`config.mk`:
```
export PLATFORM = sky130hd
export DESIGN_NAME = intc_regfile
export DESIGN_NICKNAME = d
export VERILOG_FILES = /design/src/rtl/intc_regfile_pkg.sv /design/src/rtl/intc_split_reg.sv /design/src/rtl/intc_byte_table.sv /design/src/rtl/intc_regfile.sv
export SDC_FILE = /design/constraint.sdc
export NUM_CORES = 2
export LEC_CHECK = 0
export ABC_AREA = 0
export CAP_MARGIN = 20
export CORE_ASPECT_RATIO = 0.5
export CORE_MARGIN = 1.5
export CORE_UTILIZATION = 30
export DETAILED_ROUTE_END_ITERATION = 12
export DONT_BUFFER_PORTS = 1
export HOLD_SLACK_MARGIN = 0.05
export SETUP_SLACK_MARGIN = 0.1
export SYNTH_ARGS = -nofsm -noshare
export SYNTH_HDL_FRONTEND = slang
export SYNTH_SLANG_ARGS = --single-unit
```
`constraint.sdc`:
```
create_clock -name clk -period 3.98 [get_ports clk]
set_clock_uncertainty 0.1 [all_clocks]
set_input_delay 0.398 -clock clk [delete_from_list [all_inputs] [get_ports clk]]
set_output_delay 0.398 -clock clk [all_outputs]
set_load 0.01 [all_outputs]
```
`src/rtl/intc_regfile_pkg.sv`:
```
package intc_regfile_pkg;

    localparam int SRC_N     = 64;
    localparam int HALF_W    = SRC_N / 2;
    localparam int WORD_W    = SRC_N;
    localparam int OFF_W     = 12;
    localparam int TBL_DEPTH = 64;
    localparam int ENT_W     = 8;
    localparam int IDX_W     = $clog2(TBL_DEPTH);

    // split vectors held by the register file
    localparam int NREG      = 5;
    localparam int RI_MASK   = 0;
    localparam int RI_MSGEN  = 1;
    localparam int RI_EDGE   = 2;
    localparam int RI_POL    = 3;
    localparam int RI_ISR    = 4;

    typedef logic [OFF_W-1:0] off_t;

    localparam off_t OFF_ID0    = 12'h000;
    localparam off_t OFF_ID1    = 12'h004;
    localparam off_t OFF_CLR    = 12'h080;
    localparam off_t OFF_ROUTE  = 12'h100;
    localparam off_t OFF_VEC    = 12'h200;

    typedef enum logic [1:0] {
        SZ_BYTE  = 2'b00,
        SZ_HALF  = 2'b01,
        SZ_WORD  = 2'b10,
        SZ_DWORD = 2'b11
    } size_e;

    // low-word offset of each split vector
    function automatic off_t reg_lo_off(input int idx);
        case (idx)
            RI_MASK:  return 12'h020;
            RI_MSGEN: return 12'h040;
            RI_EDGE:  return 12'h060;
            RI_POL:   return 12'h3E0;
            default:  return 12'h3A0;
        endcase
    endfunction

    // does one of the (up to two) word beats of an access land on off
    function automatic logic beat_hit(input off_t a0, input logic dbl, input off_t off);
        return (a0 == off) || (dbl && ((a0 + off_t'(4)) == off));
    endfunction

    // data carried by the beat that lands on off
    function automatic logic [HALF_W-1:0] beat_data(input off_t a0,
                                                   input logic [WORD_W-1:0] w,
                                                   input off_t off);
        return (a0 == off) ? w[HALF_W-1:0] : w[WORD_W-1:HALF_W];
    endfunction

    typedef struct packed {
        logic              rsp_valid;
        logic [WORD_W-1:0] rdata;
        logic [WORD_W-1:0] unmask;
        logic [WORD_W-1:0] mask;
        logic [WORD_W-1:0] clr;
    } out_st_t;

endpackage

```
`src/rtl/intc_split_reg.sv`:
```
module intc_split_reg #(
    parameter int                    HALF_W  = 32,
    parameter logic [2*HALF_W-1:0]   RST_VAL = '0
) (
    input  logic                clk,
    input  logic                rst_n,
    input  logic [1:0]          we,
    input  logic [2*HALF_W-1:0] wd,
    input  logic [2*HALF_W-1:0] clr,
    output logic [2*HALF_W-1:0] q
);

    logic [2*HALF_W-1:0] val_d, val_q;

    always_comb begin
        val_d = val_q;
        for (int h = 0; h < 2; h++) begin
            if (we[h]) val_d[h*HALF_W +: HALF_W] = wd[h*HALF_W +: HALF_W];
        end
        val_d = val_d & ~clr;
    end

    always_ff @(posedge clk or negedge rst_n) begin
        if (!rst_n) val_q <= RST_VAL;
        else        val_q <= val_d;
    end

    assign q = val_q;

endmodule

```
`src/rtl/intc_byte_table.sv`:
```
module intc_byte_table #(
    parameter int               DEPTH   = 64,
    parameter int               ENT_W   = 8,
    parameter logic [ENT_W-1:0] RST_VAL = '0
) (
    input  logic                       clk,
    input  logic                       rst_n,
    input  logic                       we,
    input  logic [$clog2(DEPTH)-1:0]   widx,
    input  logic [ENT_W-1:0]           wdata,
    input  logic [$clog2(DEPTH)-1:0]   ridx,
    output logic [ENT_W-1:0]           rdata
);

    logic [ENT_W-1:0] mem_d [DEPTH];
    logic [ENT_W-1:0] mem_q [DEPTH];

    always_comb begin
        for (int i = 0; i < DEPTH; i++) mem_d[i] = mem_q[i];
        if (we) mem_d[widx] = wdata;
    end

    always_ff @(posedge clk or negedge rst_n) begin
        if (!rst_n) begin
            for (int i = 0; i < DEPTH; i++) mem_q[i] <= RST_VAL;
        end else begin
            for (int i = 0; i < DEPTH; i++) mem_q[i] <= mem_d[i];
        end
    end

    assign rdata = mem_q[ridx];

endmodule

```
`src/rtl/intc_regfile.sv`:
```
module intc_regfile
    import intc_regfile_pkg::*;
#(
    parameter int          ADDR_W   = 32,
    parameter logic [31:0] ID_WORD0 = 32'h0001_0700,
    parameter logic [31:0] ID_WORD1 = 32'(SRC_N - 1) << 16
) (
    input  logic              clk,
    input  logic              rst_n,
    input  logic              req_valid,
    input  logic              req_write,
    input  logic [1:0]        req_size,
    input  logic [ADDR_W-1:0] req_addr,
    input  logic [WORD_W-1:0] req_wdata,
    output logic              rsp_valid,
    output logic [WORD_W-1:0] rsp_rdata,
    output logic [WORD_W-1:0] unmask_stb,
    output logic [WORD_W-1:0] mask_stb,
    output logic [WORD_W-1:0] clr_stb,
    output logic [WORD_W-1:0] int_mask,
    output logic [WORD_W-1:0] edge_sel,
    output logic [WORD_W-1:0] msg_en,
    output logic [WORD_W-1:0] polarity,
    output logic [WORD_W-1:0] in_service
);

    // ---------------- access decode ----------------
    off_t a0;
    logic wr, rd, wacc, dbl, bacc;
    logic addr_unused;

    assign a0          = req_addr[OFF_W-1:0];
    assign addr_unused = ^req_addr[ADDR_W-1:OFF_W];
    assign wr          = req_valid &  req_write;
    assign rd          = req_valid & ~req_write;
    assign dbl         = (req_size == SZ_DWORD);
    assign wacc        = (req_size == SZ_WORD) || dbl;
    assign bacc        = (req_size == SZ_BYTE);

    // ---------------- byte tables ----------------
    off_t rt_rel, vc_rel;
    logic rt_hit, vc_hit;
    logic [ENT_W-1:0] rt_rd, vc_rd;

    assign rt_rel = a0 - OFF_ROUTE;
    assign vc_rel = a0 - OFF_VEC;
    assign rt_hit = bacc && (rt_rel < off_t'(TBL_DEPTH));
    assign vc_hit = bacc && (vc_rel < off_t'(TBL_DEPTH));

    intc_byte_table #(.DEPTH(TBL_DEPTH), .ENT_W(ENT_W), .RST_VAL(ENT_W'(1))) u_route (
        .clk   (clk),
        .rst_n (rst_n),
        .we    (wr && rt_hit),
        .widx  (rt_rel[IDX_W-1:0]),
        .wdata (req_wdata[ENT_W-1:0]),
        .ridx  (rt_rel[IDX_W-1:0]),
        .rdata (rt_rd)
    );

    intc_byte_table #(.DEPTH(TBL_DEPTH), .ENT_W(ENT_W), .RST_VAL(ENT_W'(0))) u_vector (
        .clk   (clk),
        .rst_n (rst_n),
        .we    (wr && vc_hit),
        .widx  (vc_rel[IDX_W-1:0]),
        .wdata (req_wdata[ENT_W-1:0]),
        .ridx  (vc_rel[IDX_W-1:0]),
        .rdata (vc_rd)
    );

    // ---------------- split vectors ----------------
    logic [NREG-1:0][1:0]        we_r;
    logic [NREG-1:0][WORD_W-1:0] wd_r;
    logic [NREG-1:0][WORD_W-1:0] clr_r;
    logic [NREG-1:0][WORD_W-1:0] q_r;

    for (genvar g = 0; g < NREG; g++) begin : g_vec
        localparam logic [WORD_W-1:0] RV = (g == RI_MASK) ? {WORD_W{1'b1}} : {WORD_W{1'b0}};
        intc_split_reg #(.HALF_W(HALF_W), .RST_VAL(RV)) u_reg (
            .clk   (clk),
            .rst_n (rst_n),
            .we    (we_r[g]),
            .wd    (wd_r[g]),
            .clr   (clr_r[g]),
            .q     (q_r[g])
        );
    end

    function automatic logic [HALF_W-1:0] word_read(input off_t off,
                                                   input logic [NREG-1:0][WORD_W-1:0] r);
        logic [WORD_W-1:0] stat;
        logic [HALF_W-1:0] rv;
        stat = r[RI_ISR] & ~r[RI_MASK];
        rv   = '0;
        if (off == OFF_ID0) rv = ID_WORD0;
        if (off == OFF_ID1) rv = ID_WORD1;
        for (int g = 0; g < NREG; g++) begin
            for (int h = 0; h < 2; h++) begin
                if (off == reg_lo_off(g) + off_t'(4 * h)) begin
                    rv = (g == RI_ISR) ? stat[h*HALF_W +: HALF_W] : r[g][h*HALF_W +: HALF_W];
                end
            end
        end
        return rv;
    endfunction

    // ---------------- next-state ----------------
    out_st_t           out_d, out_q;
    logic [WORD_W-1:0] clr_bits, clr_eff;
    off_t              cur_off;

    always_comb begin
        out_d    = '0;
        we_r     = '0;
        wd_r     = '0;
        clr_r    = '0;
        clr_bits = '0;
        cur_off  = '0;

        for (int g = 0; g < NREG; g++) begin
            for (int h = 0; h < 2; h++) begin
                cur_off = reg_lo_off(g) + off_t'(4 * h);
                if (wr && wacc && beat_hit(a0, dbl, cur_off)) begin
                    we_r[g][h] = 1'b1;
                    wd_r[g][h*HALF_W +: HALF_W] = beat_data(a0, req_wdata, cur_off);
                end
            end
        end

        for (int h = 0; h < 2; h++) begin
            cur_off = OFF_CLR + off_t'(4 * h);
            if (wr && wacc && beat_hit(a0, dbl, cur_off)) begin
                clr_bits[h*HALF_W +: HALF_W] = beat_data(a0, req_wdata, cur_off);
            end
        end
        clr_eff       = clr_bits & q_r[RI_EDGE];
        clr_r[RI_ISR] = clr_eff;
        out_d.clr     = clr_eff;

        for (int h = 0; h < 2; h++) begin
            if (we_r[RI_MASK][h]) begin
                out_d.unmask[h*HALF_W +: HALF_W] =  q_r[RI_MASK][h*HALF_W +: HALF_W]
                                                 & ~wd_r[RI_MASK][h*HALF_W +: HALF_W];
                out_d.mask[h*HALF_W +: HALF_W]   = ~q_r[RI_MASK][h*HALF_W +: HALF_W]
                                                 &  wd_r[RI_MASK][h*HALF_W +: HALF_W];
            end
        end

        out_d.rsp_valid = rd;
        if (rd) begin
            if (rt_hit) begin
                out_d.rdata[ENT_W-1:0] = rt_rd;
            end else if (vc_hit) begin
                out_d.rdata[ENT_W-1:0] = vc_rd;
            end else if (wacc) begin
                out_d.rdata[HALF_W-1:0] = word_read(a0, q_r);
                if (dbl) out_d.rdata[WORD_W-1:HALF_W] = word_read(a0 + off_t'(4), q_r);
            end
        end
    end

    always_ff @(posedge clk or negedge rst_n) begin
        if (!rst_n) out_q <= '0;
        else        out_q <= out_d;
    end

    assign rsp_valid  = out_q.rsp_valid;
    assign rsp_rdata  = out_q.rdata;
    assign unmask_stb = out_q.unmask;
    assign mask_stb   = out_q.mask;
    assign clr_stb    = out_q.clr;
    assign int_mask   = q_r[RI_MASK];
    assign edge_sel   = q_r[RI_EDGE];
    assign msg_en     = q_r[RI_MSGEN];
    assign polarity   = q_r[RI_POL];
    assign in_service = q_r[RI_ISR];

endmodule

```
# ---- After elaboration in Yosys (flattened, before gate mapping)
# Index checks and enable logic that the tools add are counted.
dict set report word_totals {
  reg_bits 1601
  latch_bits 0
  ram_bits 0
  mem_bits_ro 0
  in_bits 102
  out_inout_bits 577
  word_cells 402
  memories 0
}
dict set report op_classes {
  addsub 13
  multipliers 0
  n_div 0
  n_lt_le_gt_ge 6
  n_eq_ne 48
  n_shift 0
  mux 128
  n_bitwise 18
  reduce_logical 47
}
# op n
set ops {}
lappend ops {{$mux 32} 53}
lappend ops {{$bwmux 512} 2}
lappend ops {{$mux 12} 45}
lappend ops {{$eq 12x12->1} 20}
lappend ops {{$and 64x64->64} 3}
lappend ops {{$add 12x3->12 const B} 11}
lappend ops {{$and 32x32->32} 4}
lappend ops {{$mux 64} 2}
lappend ops {{$not 32->32} 4}
lappend ops {{$not 64->64} 2}
lappend ops {{$mux 56} 2}
lappend ops {{$bmux 8 s6} 2}
lappend ops {{$demux 8 s6} 2}
lappend ops {{$eq 12x10->1 const B} 8}
lappend ops {{$eq 12x7->1 const B} 8}
lappend ops {{$mux 8} 8}
lappend ops {{$eq 12x6->1 const B} 4}
lappend ops {{$eq 12x8->1 const B} 4}
lappend ops {{$mux 17} 2}
lappend ops {{$logic_and 1x1->1} 31}
lappend ops {{$eq 12x3->1 const B} 2}
lappend ops {{$logic_not 12->1} 2}
lappend ops {{$lt 12x7->1 const B} 2}
lappend ops {{$ge 7x7->1 const B} 2}
lappend ops {{10 further kinds} 35}

# ---- Longest topological paths before layout
dict set report logic_depth {
  depth_word 22
  mapped_depth 13
}

# ---- Modules after synthesis
# From an unflattened synthesis, not the netlist that was laid out.
dict set report unflattened {
  hier_cells 6750
  hier_area_um2 80822.5
}
# module n_inst cells_per_inst area_per_inst_um2 seq_area_each_um2
set by_module_without_submodules {}
lappend by_module_without_submodules {{intc_byte_table at u_route} 1 1499 23676.5 12892.4}
lappend by_module_without_submodules {{intc_byte_table at u_vector} 1 1499 23596.4 12812.3}
lappend by_module_without_submodules {intc_regfile 1 2752 20344.5 6431.2}
lappend by_module_without_submodules {{intc_split_reg at g_vec[1].u_reg ...} 4 200 2625.0 1601.5}
lappend by_module_without_submodules {{intc_split_reg at g_vec[0].u_reg} 1 200 2705.1 1681.6}

# ---- Worst setup path before layout
# Ideal clock, no wire load.
dict set report synth_timing {
  path_kind {in2reg}
  from {in req_addr[6]}
  to {reg u_route.mem_q[193] (netlist name)}
  setup_ps 125
  arrival_ps 2497
  required_time_ps 3755
  setup_slack_ps 1258
  cell_stages 9
  n_path_buf 3
  path_cell_list {buf_2 > buf_2 > nor4_4 > nand4_2 > nor2_1 > buf_4 > nand2_1 > nor2_2 > mux2_2}
}
dict set report synth_via {
  elab_chain_len 4
}
# element line
set synth_rtl {}
lappend synth_rtl {{from (decl)} intc_regfile.sv:13} ;# input logic [ADDR_W-1:0] req_addr,
lappend synth_rtl {{$sub 12x9->12} intc_regfile.sv:45} ;# assign rt_rel = a0 - OFF_ROUTE;
lappend synth_rtl {{$lt 12x7->1} intc_regfile.sv:47} ;# assign rt_hit = bacc && (rt_rel < off_t'(TBL_DEPTH));
lappend synth_rtl {{$logic_and 1x1->1} intc_regfile.sv:47}
lappend synth_rtl {{$logic_and 1x1->1} intc_regfile.sv:53} ;# .we (wr && rt_hit),
lappend synth_rtl {{to (decl)} intc_byte_table.sv:16} ;# logic [ENT_W-1:0] mem_q [DEPTH];
# No other way between the ends.
# A chain may end at the register's enable or synchronous reset.

==> flow_summary_export.csv <==
group,metric,value,unit
timing,fin_crit_sh,89.9,%
cts,clk_pin_slew,0.06,ns
cts,hold_buffers,117,
power_and_ir_drop,p_per_area,397,nW/µm²
routing,met3_length,29500,µm
logic_synthesis,synth.distinct_cells,99,
critical_path,cp-start-kind,"input port",
floorplan,rows,129,
finish,multi_input_area,32700,µm²
logic_synthesis,synth_edf_count,0,
finish,regArea,40200,µm²
cts,cts.path.max_buffers,3,
cts,cts_tree,"built",
floorplan,fp.dieW,711,µm
logic_synthesis,yosys.area.top_type,"dfrtp_1",
critical_path,end_kind,"flop",
routing,wl_per_cell,32.1,µm
global_routing,grt_usage,24.2,%
timing,hold_viol,0,
timing,timing.setup.tns,0,ns
logic_synthesis,yosysMostFrequentCell,"dfrtp_1",
timing,slew_headroom,23.0,%
logic_synthesis,synth_seq_cells,1601,
routing,highest_layer,"met5",
critical_path,worst_path_max_delay_cell,"a2111oi_0",
routing,final_antenna_net_count,0,
timing,max_freq,0.279,GHz
critical_path,worstRegToRegCells,5,
logic_synthesis,ys_warn_count,0,
finish,fill_cells,24400,
finish,num-nets-final,6497,
placed_design,place_congestion,0.907,
global_routing,grt-ovfl-total,0,
routing,drt_iter0_markers,7153,
critical_path,critPathKind,"input port to flop",
critical_path,slowest_delay,0.85,ns
logic_synthesis,synth_cells,6407,
power_and_ir_drop,total_power,34.5,mW
routing,met1_length,125000,µm
floorplan,io_pins,679,
timing,rsz0062_at_grt,"false",
logic_synthesis,synth_top_area_share,49.0,%
timing,fin_crit,3.58,ns
routing,vias,59100,
critical_path,crit_top_cell,"o22ai_1",
floorplan,start_util,30.3,%
floorplan,die_h,357,µm
timing,setup_viol,0,
critical_path,ff2ff_setup_slack,1.07,ns
cts,clock-sinks,1601,
finish,layout-drive-gt1-share,29.6,%
logic_synthesis,ys.flop_type,"dfrtp_1",
cts,clk_latency,0.83,ns
routing,post-route-drc-count,0,
critical_path,worstPathRequired,4.59,ns
logic_synthesis,netlist_area,75200,µm²
global_routing,grt_pass1_wl,449000,µm
logic_synthesis,netlist_top_cells_area,"dfrtp_1, mux2_2, dfstp_2, mux2i_1, nand2_1",
worst_hold_path,hold_class,"input port to flop",
routing,post_drt_via_cell_ratio,5.97,
logic_synthesis,synth_seq_area_share,53.5,%
cts,post-cts-setup-buffers,0,
logic_synthesis,syn-num-nets,6512,
global_routing,antenna_found_initial,29,
cts,cts-resized-gates,0,
logic_synthesis,syn_avg_cell_area,11.7,µm²
placed_design,place.detailed.hpwl,205000,µm
cts,cts-root-buf,"clkbuf_16",
logic_synthesis,synth_top_cells_by_count,"dfrtp_1, mux2_2, nand2_1, clkbuf_1, o22ai_1",
floorplan,core,248000,µm²
routing,wl,317000,µm
routing,first_pass_iters,8,
placed_design,port_buffers,0,
worst_hold_path,min_path_cells,3,
logic_synthesis,synthArstFlopShare,100,%
global_routing,grt_pass1_vias,57500,
power_and_ir_drop,ir_drop,0.000506,V
job,drv_cap,0,
outcome,outcome,"completed",
timing,final_max_slew_viol_count,0,
cts,cts-buffers-inserted,164,
routing,dr_wl_met2,143000,µm
critical_path,path_cells,"dlygate4sd3_1 > nand3_4 > buf_4 > o22ai_1 > nor4_1 > o22ai_1 > a2111oi_0 > a311o_1",
critical_path,crit_fanout,89,
power_and_ir_drop,power_leakage,39.2,nW
finish,area_growth,15.4,%
cts,cts_max_level,4,
global_routing,grt_max_degree,151,
timing,worst_pin_slew,1.15,ns
floorplan,dieArea,254000,µm²
critical_path,critPathArrivalTime,4.19,ns
==> placed cells by master (no fill, tap or decap), drive strengths merged, types with 14 or more instances in the layout <==
cell type / n
nand3: 33
mux4: 18
diode: 20
inv: 22
a221oi: 75
nor2b: 36
o21a: 14
a31oi: 80
buf: 273
nor2: 333
nand2b: 40
dfstp: 128
and3: 69
nand2: 617
mux2: 1091
a21oi: 94
a311oi: 66
o22a: 32
nor4: 38
a22oi: 66
dfrtp: 1473
o221ai: 113
dlygate4sd3: 109
o211ai: 36
clkinv: 40
a211oi: 22
a222oi: 19
nor3b: 66
mux2i: 295
clkbuf: 250
a211o: 25
nor3: 122
o21ai: 298
o22ai: 355
==> cells by family after synthesis <==
group / share of synthesized area [%]
compound gates: 13.0
flops: 53.5
mux: 20.8
simple gates: 9.15
xor+xnor: 0.0583
fa+ha+maj: 0.0499
buf+inv: 3.39
==> report_power, final <==
part           internal [mW]  leakage [nW]  switching [mW]
clock                   9.03          2.73            7.13
combinational          0.540          14.5            1.46
sequential              16.3          21.9          0.0285
total                   25.9          39.2            8.62
==> path summary, 6_finish.rpt <==
kind / end / start
max reg2reg: rsp_rdata[5] / u_vector.mem_q[109]
min: rsp_rdata[4] / req_size[1]
min in group asynchronous: u_route.mem_q[73] / rst_n
max in group asynchronous: g_vec[4].u_reg.q[50] / rst_n
min reg2reg: u_route.mem_q[315] / u_route.mem_q[315]
max: rsp_rdata[5] / req_addr[0]
==> worst max-delay path, delay by kind of cell <==
kind | cells | cell delay, ns
buf+inv | 2 | 1.11
simple gates | 2 | 0.95
compound gates | 4 | 1.65
==> final cells by class <==
class	instances	share of cell area, %
Clock buffer	250	5.59
Sequential cell	1601	46.4
Inverter	18	0.0779
Timing Repair Buffer	382	4.57
Clock inverter	56	0.835
Antenna cell	20	0.0577
Multi-Input combinational cell	4225	37.7
Tap cell	3340	4.82
==> registers in the layout, indices dropped and copies added (netlist names) <==
name,count
rsp_rdata,64
clr_stb,64
mask_stb,64
rsp_valid,1
u_route.mem_q,512
g_vec.u_reg.q,320
u_vector.mem_q,512
unmask_stb,64
==> through the flow <==
| step | hold WS (ns) | instances | utilization [%] | cell area (µm²) | setup slack (ns) |
|---|---|---|---|---|---|
| after floorplan | 0.00241 | 6407 | - | 75200 | 1.26 |
| after global placement | 0.368 | 9448 | 32.2 | 79800 | 0.130 |
| after detailed placement | 0.376 | 9449 | 32.2 | 79800 | 0.168 |
| after CTS | 0.0605 | 9872 | 34.9 | 86700 | 0.591 |
| after global routing | 0.0638 | 9878 | 34.9 | 86700 | 0.455 |
| final | 0.134 | 9892 | 35.0 | 86800 | 0.401 |
==> per-layer routing <==
layer | global-route usage, % | up-vias
met5 | 0 | -
met4 | 13.0 | 20
met3 | 6.58 | 1006
met2 | 38.1 | 3538
met1 | 30.5 | 30700
li1 | - | 23800
Note: power is estimated with default switching activity, not from simulation.
